`src/rtl/ide_win_pkg.sv`:
```
package ide_win_pkg;

   // progress of the open sequence
   typedef enum logic [1:0] {
      TRK_IDLE = 2'd0,
      TRK_ONE  = 2'd1,
      TRK_TWO  = 2'd2
   } trk_st_t;

   // next tracker state for one accepted access while locked
   function automatic trk_st_t trk_next(input trk_st_t cur, input logic qual_rd);
      trk_st_t nx;
      if (!qual_rd)                nx = TRK_IDLE;
      else if (cur == TRK_IDLE)    nx = TRK_ONE;
      else                         nx = TRK_TWO;
      return nx;
   endfunction

endpackage

```
`src/rtl/ide_win_lock.sv`:
```
module ide_win_lock
   import ide_win_pkg::*;
#(
   parameter int OFS_W      = 3,
   parameter int DAT_W      = 8,
   parameter int OFS_SEQ    = 1,
   parameter int OFS_KEY    = 2,
   parameter int UNLOCK_KEY = 8'h03,
   parameter int RELOCK_KEY = 8'h83
) (
   input  logic             clk,
   input  logic             rst_n,
   input  logic             acc_vld,
   input  logic             acc_wr,
   input  logic             acc_wide,
   input  logic [OFS_W-1:0] acc_ofs,
   input  logic [DAT_W-1:0] acc_wdata,
   output logic             open_o
);

   trk_st_t trk_q;
   logic    open_q;
   logic    qual_rd, key_wr, do_open, do_close;

   always_comb begin
      qual_rd  = acc_vld && !acc_wr && acc_wide && (acc_ofs == OFS_W'(OFS_SEQ));
      key_wr   = acc_vld && acc_wr && !acc_wide && (acc_ofs == OFS_W'(OFS_KEY));
      do_open  = !open_q && (trk_q == TRK_TWO) && key_wr
                 && (acc_wdata == DAT_W'(UNLOCK_KEY));
      do_close = open_q && key_wr && (acc_wdata == DAT_W'(RELOCK_KEY));
   end

   always_ff @(posedge clk) begin
      if (!rst_n) begin
         trk_q  <= TRK_IDLE;
         open_q <= 1'b0;
      end else begin
         if (do_open)       open_q <= 1'b1;
         else if (do_close) open_q <= 1'b0;

         if (open_q || do_open)  trk_q <= TRK_IDLE;
         else if (acc_vld)       trk_q <= trk_next(trk_q, qual_rd);
      end
   end

   assign open_o = open_q;

endmodule

```
`src/rtl/ide_win_bank.sv`:
```
module ide_win_bank #(
   parameter int DAT_W  = 8,
   parameter int ADDR_W = 4,
   parameter int NDRV   = 2,
   localparam int DSW   = $clog2(NDRV)
) (
   input  logic              clk,
   input  logic              rst_n,
   input  logic              ld_rd,
   input  logic              ld_wr,
   input  logic              ld_misc,
   input  logic              commit,
   input  logic [DAT_W-1:0]  wdata,
   input  logic [DSW-1:0]    drv_sel,
   output logic [DSW-1:0]    sel_o,
   output logic [DAT_W-1:0]  stg_rd_o,
   output logic [DAT_W-1:0]  stg_wr_o,
   output logic [ADDR_W-1:0] stg_addr_o,
   output logic [DAT_W-1:0]  act_rd_o,
   output logic [DAT_W-1:0]  act_wr_o,
   output logic [ADDR_W-1:0] act_addr_o
);

   localparam int ADDR_LSB = DAT_W - ADDR_W;

   logic [DSW-1:0]                sel_q;
   logic [NDRV-1:0][DAT_W-1:0]    stg_rd, stg_wr, act_rd, act_wr;
   logic [NDRV-1:0][ADDR_W-1:0]   stg_addr, act_addr;
   logic [DSW-1:0]                wsel;

   assign wsel = wdata[DSW-1:0];

   always_ff @(posedge clk) begin
      if (!rst_n)       sel_q <= '0;
      else if (ld_misc) sel_q <= wsel;
   end

   for (genvar g = 0; g < NDRV; g++) begin : g_drv
      logic [DAT_W-1:0]  rd_s, wr_s, rd_a, wr_a;
      logic [ADDR_W-1:0] ad_s, ad_a;
      logic              hit_cur, hit_new;

      assign hit_cur = (sel_q == DSW'(g));
      assign hit_new = (wsel == DSW'(g));

      always_ff @(posedge clk) begin
         if (!rst_n) begin
            rd_s <= '0;
            wr_s <= '0;
            ad_s <= '0;
            rd_a <= '0;
            wr_a <= '0;
            ad_a <= '0;
         end else begin
            if (ld_rd && hit_cur)   rd_s <= wdata;
            if (ld_wr && hit_cur)   wr_s <= wdata;
            if (ld_misc && hit_new) ad_s <= wdata[DAT_W-1:ADDR_LSB];
            if (commit) begin
               rd_a <= rd_s;
               wr_a <= wr_s;
               ad_a <= ad_s;
            end
         end
      end

      assign stg_rd[g]   = rd_s;
      assign stg_wr[g]   = wr_s;
      assign stg_addr[g] = ad_s;
      assign act_rd[g]   = rd_a;
      assign act_wr[g]   = wr_a;
      assign act_addr[g] = ad_a;
   end

   assign sel_o      = sel_q;
   assign stg_rd_o   = stg_rd[sel_q];
   assign stg_wr_o   = stg_wr[sel_q];
   assign stg_addr_o = stg_addr[sel_q];
   assign act_rd_o   = act_rd[drv_sel];
   assign act_wr_o   = act_wr[drv_sel];
   assign act_addr_o = act_addr[drv_sel];

endmodule

```
`src/rtl/ide_cfg_window.sv`:
```
module ide_cfg_window #(
   parameter int DAT_W      = 8,
   parameter int OFS_W      = 3,
   parameter int ADDR_W     = 4,
   parameter int NDRV       = 2,
   parameter int UNLOCK_KEY = 8'h03,
   parameter int RELOCK_KEY = 8'h83,
   parameter int COMMIT_KEY = 8'h85,
   parameter int OFS_RD     = 0,
   parameter int OFS_WR     = 1,
   parameter int OFS_KEY    = 2,
   parameter int OFS_CTL    = 3,
   parameter int OFS_STRAP  = 5,
   parameter int OFS_MISC   = 6,
   localparam int DSW       = $clog2(NDRV)
) (
   input  logic              clk,
   input  logic              rst_n,
   input  logic              acc_vld,
   input  logic              acc_wr,
   input  logic              acc_wide,
   input  logic [OFS_W-1:0]  acc_ofs,
   input  logic [DAT_W-1:0]  acc_wdata,
   output logic [DAT_W-1:0]  acc_rdata,
   output logic              tf_vld,
   output logic              tf_wr,
   output logic              tf_wide,
   output logic [OFS_W-1:0]  tf_ofs,
   output logic [DAT_W-1:0]  tf_wdata,
   input  logic [DAT_W-1:0]  tf_rdata,
   input  logic              strap_pin,
   input  logic [DSW-1:0]    drv_sel,
   output logic              win_open,
   output logic [DAT_W-1:0]  act_rd_tim,
   output logic [DAT_W-1:0]  act_wr_tim,
   output logic [ADDR_W-1:0] act_addr
);

   localparam int PAD_W = DAT_W - ADDR_W - DSW;

   // elaboration-time parameter checks
   if (NDRV < 2 || (1 << DSW) != NDRV) begin : g_bad_ndrv
      $error("NDRV must be a power of two, at least 2");
   end
   if (PAD_W < 0) begin : g_bad_addr
      $error("address field and drive select do not fit in one register");
   end
   if (OFS_W < 3) begin : g_bad_ofs
      $error("offset width too small for the register map");
   end

   logic             open_w;
   logic             cfg_wr;
   logic             ld_rd, ld_wr, ld_misc, ld_ctl, commit;
   logic [DSW-1:0]   sel_w;
   logic [DAT_W-1:0] stg_rd_w, stg_wr_w;
   logic [ADDR_W-1:0] stg_addr_w;
   logic [DAT_W-1:0] ctl_q;
   logic             strap_q;
   logic [DAT_W-1:0] cfg_rdata;

   ide_win_lock #(
      .OFS_W(OFS_W), .DAT_W(DAT_W), .OFS_SEQ(OFS_WR), .OFS_KEY(OFS_KEY),
      .UNLOCK_KEY(UNLOCK_KEY), .RELOCK_KEY(RELOCK_KEY)
   ) u_lock (
      .clk(clk), .rst_n(rst_n), .acc_vld(acc_vld), .acc_wr(acc_wr),
      .acc_wide(acc_wide), .acc_ofs(acc_ofs), .acc_wdata(acc_wdata),
      .open_o(open_w)
   );

   always_comb begin
      cfg_wr  = open_w && acc_vld && acc_wr;
      ld_rd   = cfg_wr && (acc_ofs == OFS_W'(OFS_RD));
      ld_wr   = cfg_wr && (acc_ofs == OFS_W'(OFS_WR));
      ld_misc = cfg_wr && (acc_ofs == OFS_W'(OFS_MISC));
      ld_ctl  = cfg_wr && (acc_ofs == OFS_W'(OFS_CTL));
      commit  = ld_ctl && (acc_wdata == DAT_W'(COMMIT_KEY));
   end

   ide_win_bank #(
      .DAT_W(DAT_W), .ADDR_W(ADDR_W), .NDRV(NDRV)
   ) u_bank (
      .clk(clk), .rst_n(rst_n), .ld_rd(ld_rd), .ld_wr(ld_wr),
      .ld_misc(ld_misc), .commit(commit), .wdata(acc_wdata),
      .drv_sel(drv_sel), .sel_o(sel_w), .stg_rd_o(stg_rd_w),
      .stg_wr_o(stg_wr_w), .stg_addr_o(stg_addr_w),
      .act_rd_o(act_rd_tim), .act_wr_o(act_wr_tim), .act_addr_o(act_addr)
   );

   always_ff @(posedge clk) begin
      if (!rst_n)      ctl_q <= '0;
      else if (ld_ctl) ctl_q <= acc_wdata;
   end

   // strap follows the pin while reset is held, then freezes
   always_ff @(posedge clk) begin
      if (!rst_n) strap_q <= strap_pin;
   end

   always_comb begin
      cfg_rdata = '0;
      if (acc_ofs == OFS_W'(OFS_RD))         cfg_rdata = stg_rd_w;
      else if (acc_ofs == OFS_W'(OFS_WR))    cfg_rdata = stg_wr_w;
      else if (acc_ofs == OFS_W'(OFS_CTL))   cfg_rdata = ctl_q;
      else if (acc_ofs == OFS_W'(OFS_STRAP)) cfg_rdata = {{(DAT_W-1){1'b0}}, strap_q};
      else if (acc_ofs == OFS_W'(OFS_MISC))
         cfg_rdata = {stg_addr_w, {PAD_W{1'b0}}, sel_w};
   end

   assign acc_rdata = open_w ? cfg_rdata : tf_rdata;
   assign tf_vld    = acc_vld && !open_w;
   assign tf_wr     = acc_wr;
   assign tf_wide   = acc_wide;
   assign tf_ofs    = acc_ofs;
   assign tf_wdata  = acc_wdata;
   assign win_open  = open_w;

endmodule

```
`config.mk`:
```
export PLATFORM = sky130hd
export DESIGN_NAME = ide_cfg_window
export DESIGN_NICKNAME = d
export VERILOG_FILES = /design/src/rtl/ide_win_pkg.sv /design/src/rtl/ide_win_lock.sv /design/src/rtl/ide_win_bank.sv /design/src/rtl/ide_cfg_window.sv
export SDC_FILE = /design/constraint.sdc
export NUM_CORES = 1
export LEC_CHECK = 0
export CORE_ASPECT_RATIO = 0.9
export CORE_MARGIN = 2
export CORE_UTILIZATION = 58
export CTS_CLUSTER_DIAMETER = 50
export CTS_CLUSTER_SIZE = 40
export DETAILED_ROUTE_END_ITERATION = 8
export PLACE_DENSITY = 0.88
export SKIP_CTS_REPAIR_TIMING = 1
export SKIP_LAST_GASP = 1
export SYNTH_ARGS = -nofsm -noshare
export SYNTH_HDL_FRONTEND = slang
export SYNTH_SLANG_ARGS = --single-unit
```
`constraint.sdc`:
```
create_clock -name clk -period 5.1 [get_ports clk]
set_clock_uncertainty 0.05 [all_clocks]
set_input_delay 0.51 -clock clk [delete_from_list [all_inputs] [get_ports clk]]
set_output_delay 0.51 -clock clk [all_outputs]
set_load 0.05 [all_outputs]
```
---- Word level (Yosys, flattened, before mapping) ----
Index checks and enable logic that the tools add are counted.
word-level totals
  word-level logic and storage cells ...... 86
  register bits ........................... 93
operators by class
  magnitude comparators ................... 2
  multiplexer cells ....................... 22
  reduce and logical (&&, ||, !) cells .... 33
  eq/ne operators ......................... 9
  bitwise gates (word level) .............. 3
operators by type and width
  kind                                                                   count
  8-bit two-way mux                                                      14
  1-bit logical AND                                                      25
  8-bit equality test, second input constant                             2
  4-bit two-way mux                                                      4
  8-bit by 2-bit equality test with 1-bit output, second input constant  1
  3-bit by 2-bit equality test with 1-bit output, second input constant  2
  3-bit equality test, second input constant                             2
  1-bit by 2-bit < comparator with 1-bit output, second input constant   2
  2-bit two-way mux                                                      2
  3-bit by 1-bit equality test with 1-bit output, second input constant  1
  1-bit zero test                                                        3
  3-bit zero test                                                        1
  1-bit NOT                                                              3
  2-bit equality test, second input constant                             1
  2-bit zero test                                                        1
  1-bit two-way mux                                                      2
  2-bit nonzero test                                                     1
  2-bit OR reduction                                                     1
  1-bit logical OR                                                       1

---- Logic depth before layout (Yosys ltp) ----
  depth in word-level cells ............... 8
  mapped depth ............................ 8

---- Hierarchy ----
A second synthesis with hierarchy kept.
second synthesis, totals
  cells, all modules ...................... 460
  area total of the unflattened synthesis .. 4639.4 um^2
modules (own cells, without submodules)
  module          instances  cells each  area each (um^2)
  ide_win_bank    1          320         3550.9
  ide_cfg_window  1          117         889.6
  ide_win_lock    1          23          198.9

---- Least setup slack after synthesis ----
No wires, ideal clock.
  path kind ............................... input to output
  start point ............................. in acc_ofs[2]
  end point ............................... out acc_rdata[0]
  slack ................................... 2110 ps
  stages on the path ...................... 6
  data arrival time ....................... 2430 ps
  path through ............................ clkbuf_1 -> or3_1 -> clkbuf_1 -> a211oi_1 -> a21oi_1 -> a21boi_0
between the ends
  longest elaborated chain between the ends .. 7
  elaborated cells on any way between the ends .. 11
  those cells by class .................... eq/ne (4); mux (6); reduce/logical (1)
RTL lines
  element                RTL line               RTL
  start, declared        ide_cfg_window.sv:22   input logic [OFS_W-1:0] acc_ofs,
  3-bit equality test    ide_cfg_window.sv:106  else if (acc_ofs == OFS_W'(OFS_MISC))
  8-bit two-way mux      ide_cfg_window.sv:106
  8-bit two-way mux      ide_cfg_window.sv:105  else if (acc_ofs == OFS_W'(OFS_STRAP)) cfg_rdata = {{(DAT_W-1){1'b0}}, strap_q};
  8-bit two-way mux      ide_cfg_window.sv:104  else if (acc_ofs == OFS_W'(OFS_CTL)) cfg_rdata = ctl_q;
  8-bit two-way mux      ide_cfg_window.sv:103  else if (acc_ofs == OFS_W'(OFS_WR)) cfg_rdata = stg_wr_w;
  8-bit two-way mux (*)  ide_cfg_window.sv:102  if (acc_ofs == OFS_W'(OFS_RD)) cfg_rdata = stg_rd_w;
  8-bit two-way mux (*)  ide_cfg_window.sv:110  assign acc_rdata = open_w ? cfg_rdata : tf_rdata;
  end, declared          ide_cfg_window.sv:24   output logic [DAT_W-1:0] acc_rdata,
Every way passes the cells marked *; elsewhere a longest branch is shown, timed or not.

---- Worst setup path in the final report ----
  start point ............................. in acc_ofs[0]
  end point ............................... out acc_rdata[3]
between the ends
  longest elaborated chain between the ends .. 6
  elaborated cells on any way between the ends .. 9
  those cells by class .................... eq/ne (3); mux (5); reduce/logical (1)
RTL lines
  element                RTL line
  3-bit equality test    ide_cfg_window.sv:105
  8-bit two-way mux      ide_cfg_window.sv:105
  8-bit two-way mux      ide_cfg_window.sv:104
  8-bit two-way mux      ide_cfg_window.sv:103
  8-bit two-way mux (*)  ide_cfg_window.sv:102
  8-bit two-way mux (*)  ide_cfg_window.sv:110
Marked as above.

==> run metrics <==
RSZ-0062 raised after global routing=false; Critical Path AT=3.18 ns; Power Total=1.31 mW; reg2reg end=u_bank.g_drv[1].rd_s[0]$_SDFFE_PN0P_; Final Hold Fails=0; Crit path max-delay family=buffers and inverters; Synth area leaders=dfxtp_1, a21oi_1, mux2i_1; VDD IR max=0.222 mV; initial antenna violation count=0; Least-Margin Pin Slew=0.992 ns; WS Path Type=input pin to primary output; internal power=0.962 mW; Post-synth EDFFs=1; Die H=86.5 µm; GPL Wtd Cong=0.875; Setup crit start kind=input pin; I/O Pins=69; worst reg-to-reg setup slack=2.37 ns; run status=finished clean; CP max stage delay=0.82 ns; Final Core Density=0.686; Synth cell types=44; DIE WIDTH=95.6 µm; Switching Fraction=0.264; full die area=0.00827 mm²; top-area cell type share of the netlist area=0.420; CTS tree=done; DR WL/cell=17.6 µm; Post-synth top cells=dfxtp_1, a21oi_1, nor2_1; Pre-antenna DRT Iters=5; fin nets=560; clock sinks=93; Worst path most repeated cell=clkdlybuf4s50_1; vias per cell=6.19; sequential area share after synthesis=0.427; CP Capture Type=primary output; worst endpoint required time=4.54 ns; Max Buffers Root-to-Sink=2; Sequential Power Share=0.557; post-layout min period=3.74 ns; Final TNS setup=0 ns; cells after synthesis=510; post-route ant nets=0; first-pass GRT wire length=18100 µm; Yosys reg bits=93; Remaining Overflow, GRT=0; # diodes=0; Worst R2R Path Depth=5; syn_area_per_cell=8.59 µm²; root buf cell=clkbuf_8; Post-Syn Nets=536; Initial Utilization=0.590; YS warnings=0; clk slew on worst S/H paths=0.09 ns; number of max-cap violations=0; DRT iter0 DRCs=398; share of layout cells above drive strength 1=0.0946; worst skew pair latency=0.37 ns; Worst setup startpoint=acc_ofs[0]; number of max-slew violations in the final report=0; vias in the first global route=3668; placeable core region=0.00743 mm²; Switch Pwr=0.344 mW; H-tree Lvls=3; DR DRC count=0; CTS buffer count=9; final setup fails=0; Synth area leader=dfxtp_1; crit path to=acc_rdata[3]; Layout area overhead=16.2%; critical path cell sequence=clkdlybuf4s50_1 > or3b_1 > nor2_1 > a211oi_1 > a21oi_1 > clkdlybuf4s50_1; CP max FO=15; FF-to-FF Start=u_bank.sel_o$_SDFFE_PN0N_; Max Fclk=268 MHz; Hold Path Class=flop to flop; largest net degree at the start of global routing=65; Comb power frac=0.090; worst path bufs/invs=2; clock power share=0.353; Leakage Power=1.64 nW; Slew HR=0.336; Period Utilization, post-route=0.733; ys flop type=dfxtp_1; mapped cell area=0.00438 mm²; FP Rows=30; Stages on worst setup path=6; most numerous cell in the Yosys netlist=dfxtp_1; DRT Wirelength=11200 µm; ys async rst share=0; HPWL after DPL=7550 µm; Critical-path top delay cell=clkdlybuf4s50_1; Total GRT Usage=0.283; DR vias=3929; P per Cell Area=256 mW/mm²; PortBufs=68
==> state kept, by name (all words and copies together), names as in the netlist <==
signal             flops
u_bank.g_drv.rd_a     16
u_bank.g_drv.rd_s     16
u_bank.g_drv.wr_a     16
u_bank.g_drv.wr_s     16
ctl_q                  8
u_bank.g_drv.ad_a      8
u_bank.g_drv.ad_s      8
u_lock.trk_q           2
strap_q                1
u_bank.sel_o           1
u_lock.open_o          1
==> power by group through the flow <==
stage,Sequential (mW),Combinational (mW),Clock [mW]
2_1_floorplan,0.745,0.0755,0
3_3_place_gp,0.745,0.116,0
3_5_place_dp,0.745,0.117,0
4_1_cts,0.728,0.118,0.465
5_1_grt,0.728,0.124,0.499
6_report,0.728,0.118,0.461
==> how the worst min path moves through the flow <==
stage / startpoint / to / slack [ns] / depth (start not counted)
after global placement: ctl_q[5]$_SDFFE_PN0P_ / ctl_q[5]$_SDFFE_PN0P_ / 0.39 / 2
after global routing: ctl_q[6]$_SDFFE_PN0P_ / ctl_q[6]$_SDFFE_PN0P_ / 0.43 / 2
final: ctl_q[1]$_SDFFE_PN0P_ / ctl_q[1]$_SDFFE_PN0P_ / 0.42 / 2
after floorplan: ctl_q[6]$_SDFFE_PN0P_ / ctl_q[6]$_SDFFE_PN0P_ / 0.38 / 2
after detailed placement: ctl_q[1]$_SDFFE_PN0P_ / ctl_q[1]$_SDFFE_PN0P_ / 0.40 / 2
after CTS: ctl_q[1]$_SDFFE_PN0P_ / ctl_q[1]$_SDFFE_PN0P_ / 0.42 / 2
==> area by class of cell <==
class | count | area (µm²)
flip-flops and latches | 93 | 1870
fillers | 597 | 2340
inverters | 4 | 15.0
multi-input cells | 354 | 2190
well taps | 96 | 120
clock inverters | 6 | 47.5
clock buffers | 10 | 138
repair buffers | 72 | 711
==> worst reg2reg max path: cells and delay by family, from the launching register on <==
family	cells	cell delay (ns)
and+or+nand+nor	3	1.21
DFF	1	0.75
buffers and inverters	1	0.35
muxes	1	0.25
==> metal layers <==
metal | part of all wire | GRT usage
met1 | 0.41 | 0.359
met2 | 0.49 | 0.453
met3 | 0.072 | 0.0878
met4 | 0.030 | 0.106
met5 | 0 | 0
==> metrics by stage <==
stage                     worst slack [ns]  instances  area (µm²)  hold WS, ns
after floorplan                       2.11        510        4380        0.382
after global placement                1.40        619        4910        0.394
after detailed placement              1.36        619        4910        0.402
after CTS                             1.35        635        5090        0.416
after global routing                  1.16        635        5090        0.428
final                                 1.36        635        5090        0.415
==> logic make-up after synthesis <==
group	synth area share
AOI/OAI and AO/OA	0.182
and+or+nand+nor	0.161
DFF	0.427
buffers and inverters	0.0754
muxes	0.154
==> layout by cell type (no fill, tap or decap), types with 10 or more instances in the layout <==
cell	instances
dfxtp_1	92
a21oi_1	72
clkdlybuf4s50_1	68
nor2_1	44
nand3_1	41
o21ai_1	40
nand2_1	37
mux2i_1	36
mux2_2	20
o21ai_0	17
clkbuf_8	10
No activity file was read; power rests on OpenSTA's default activity.
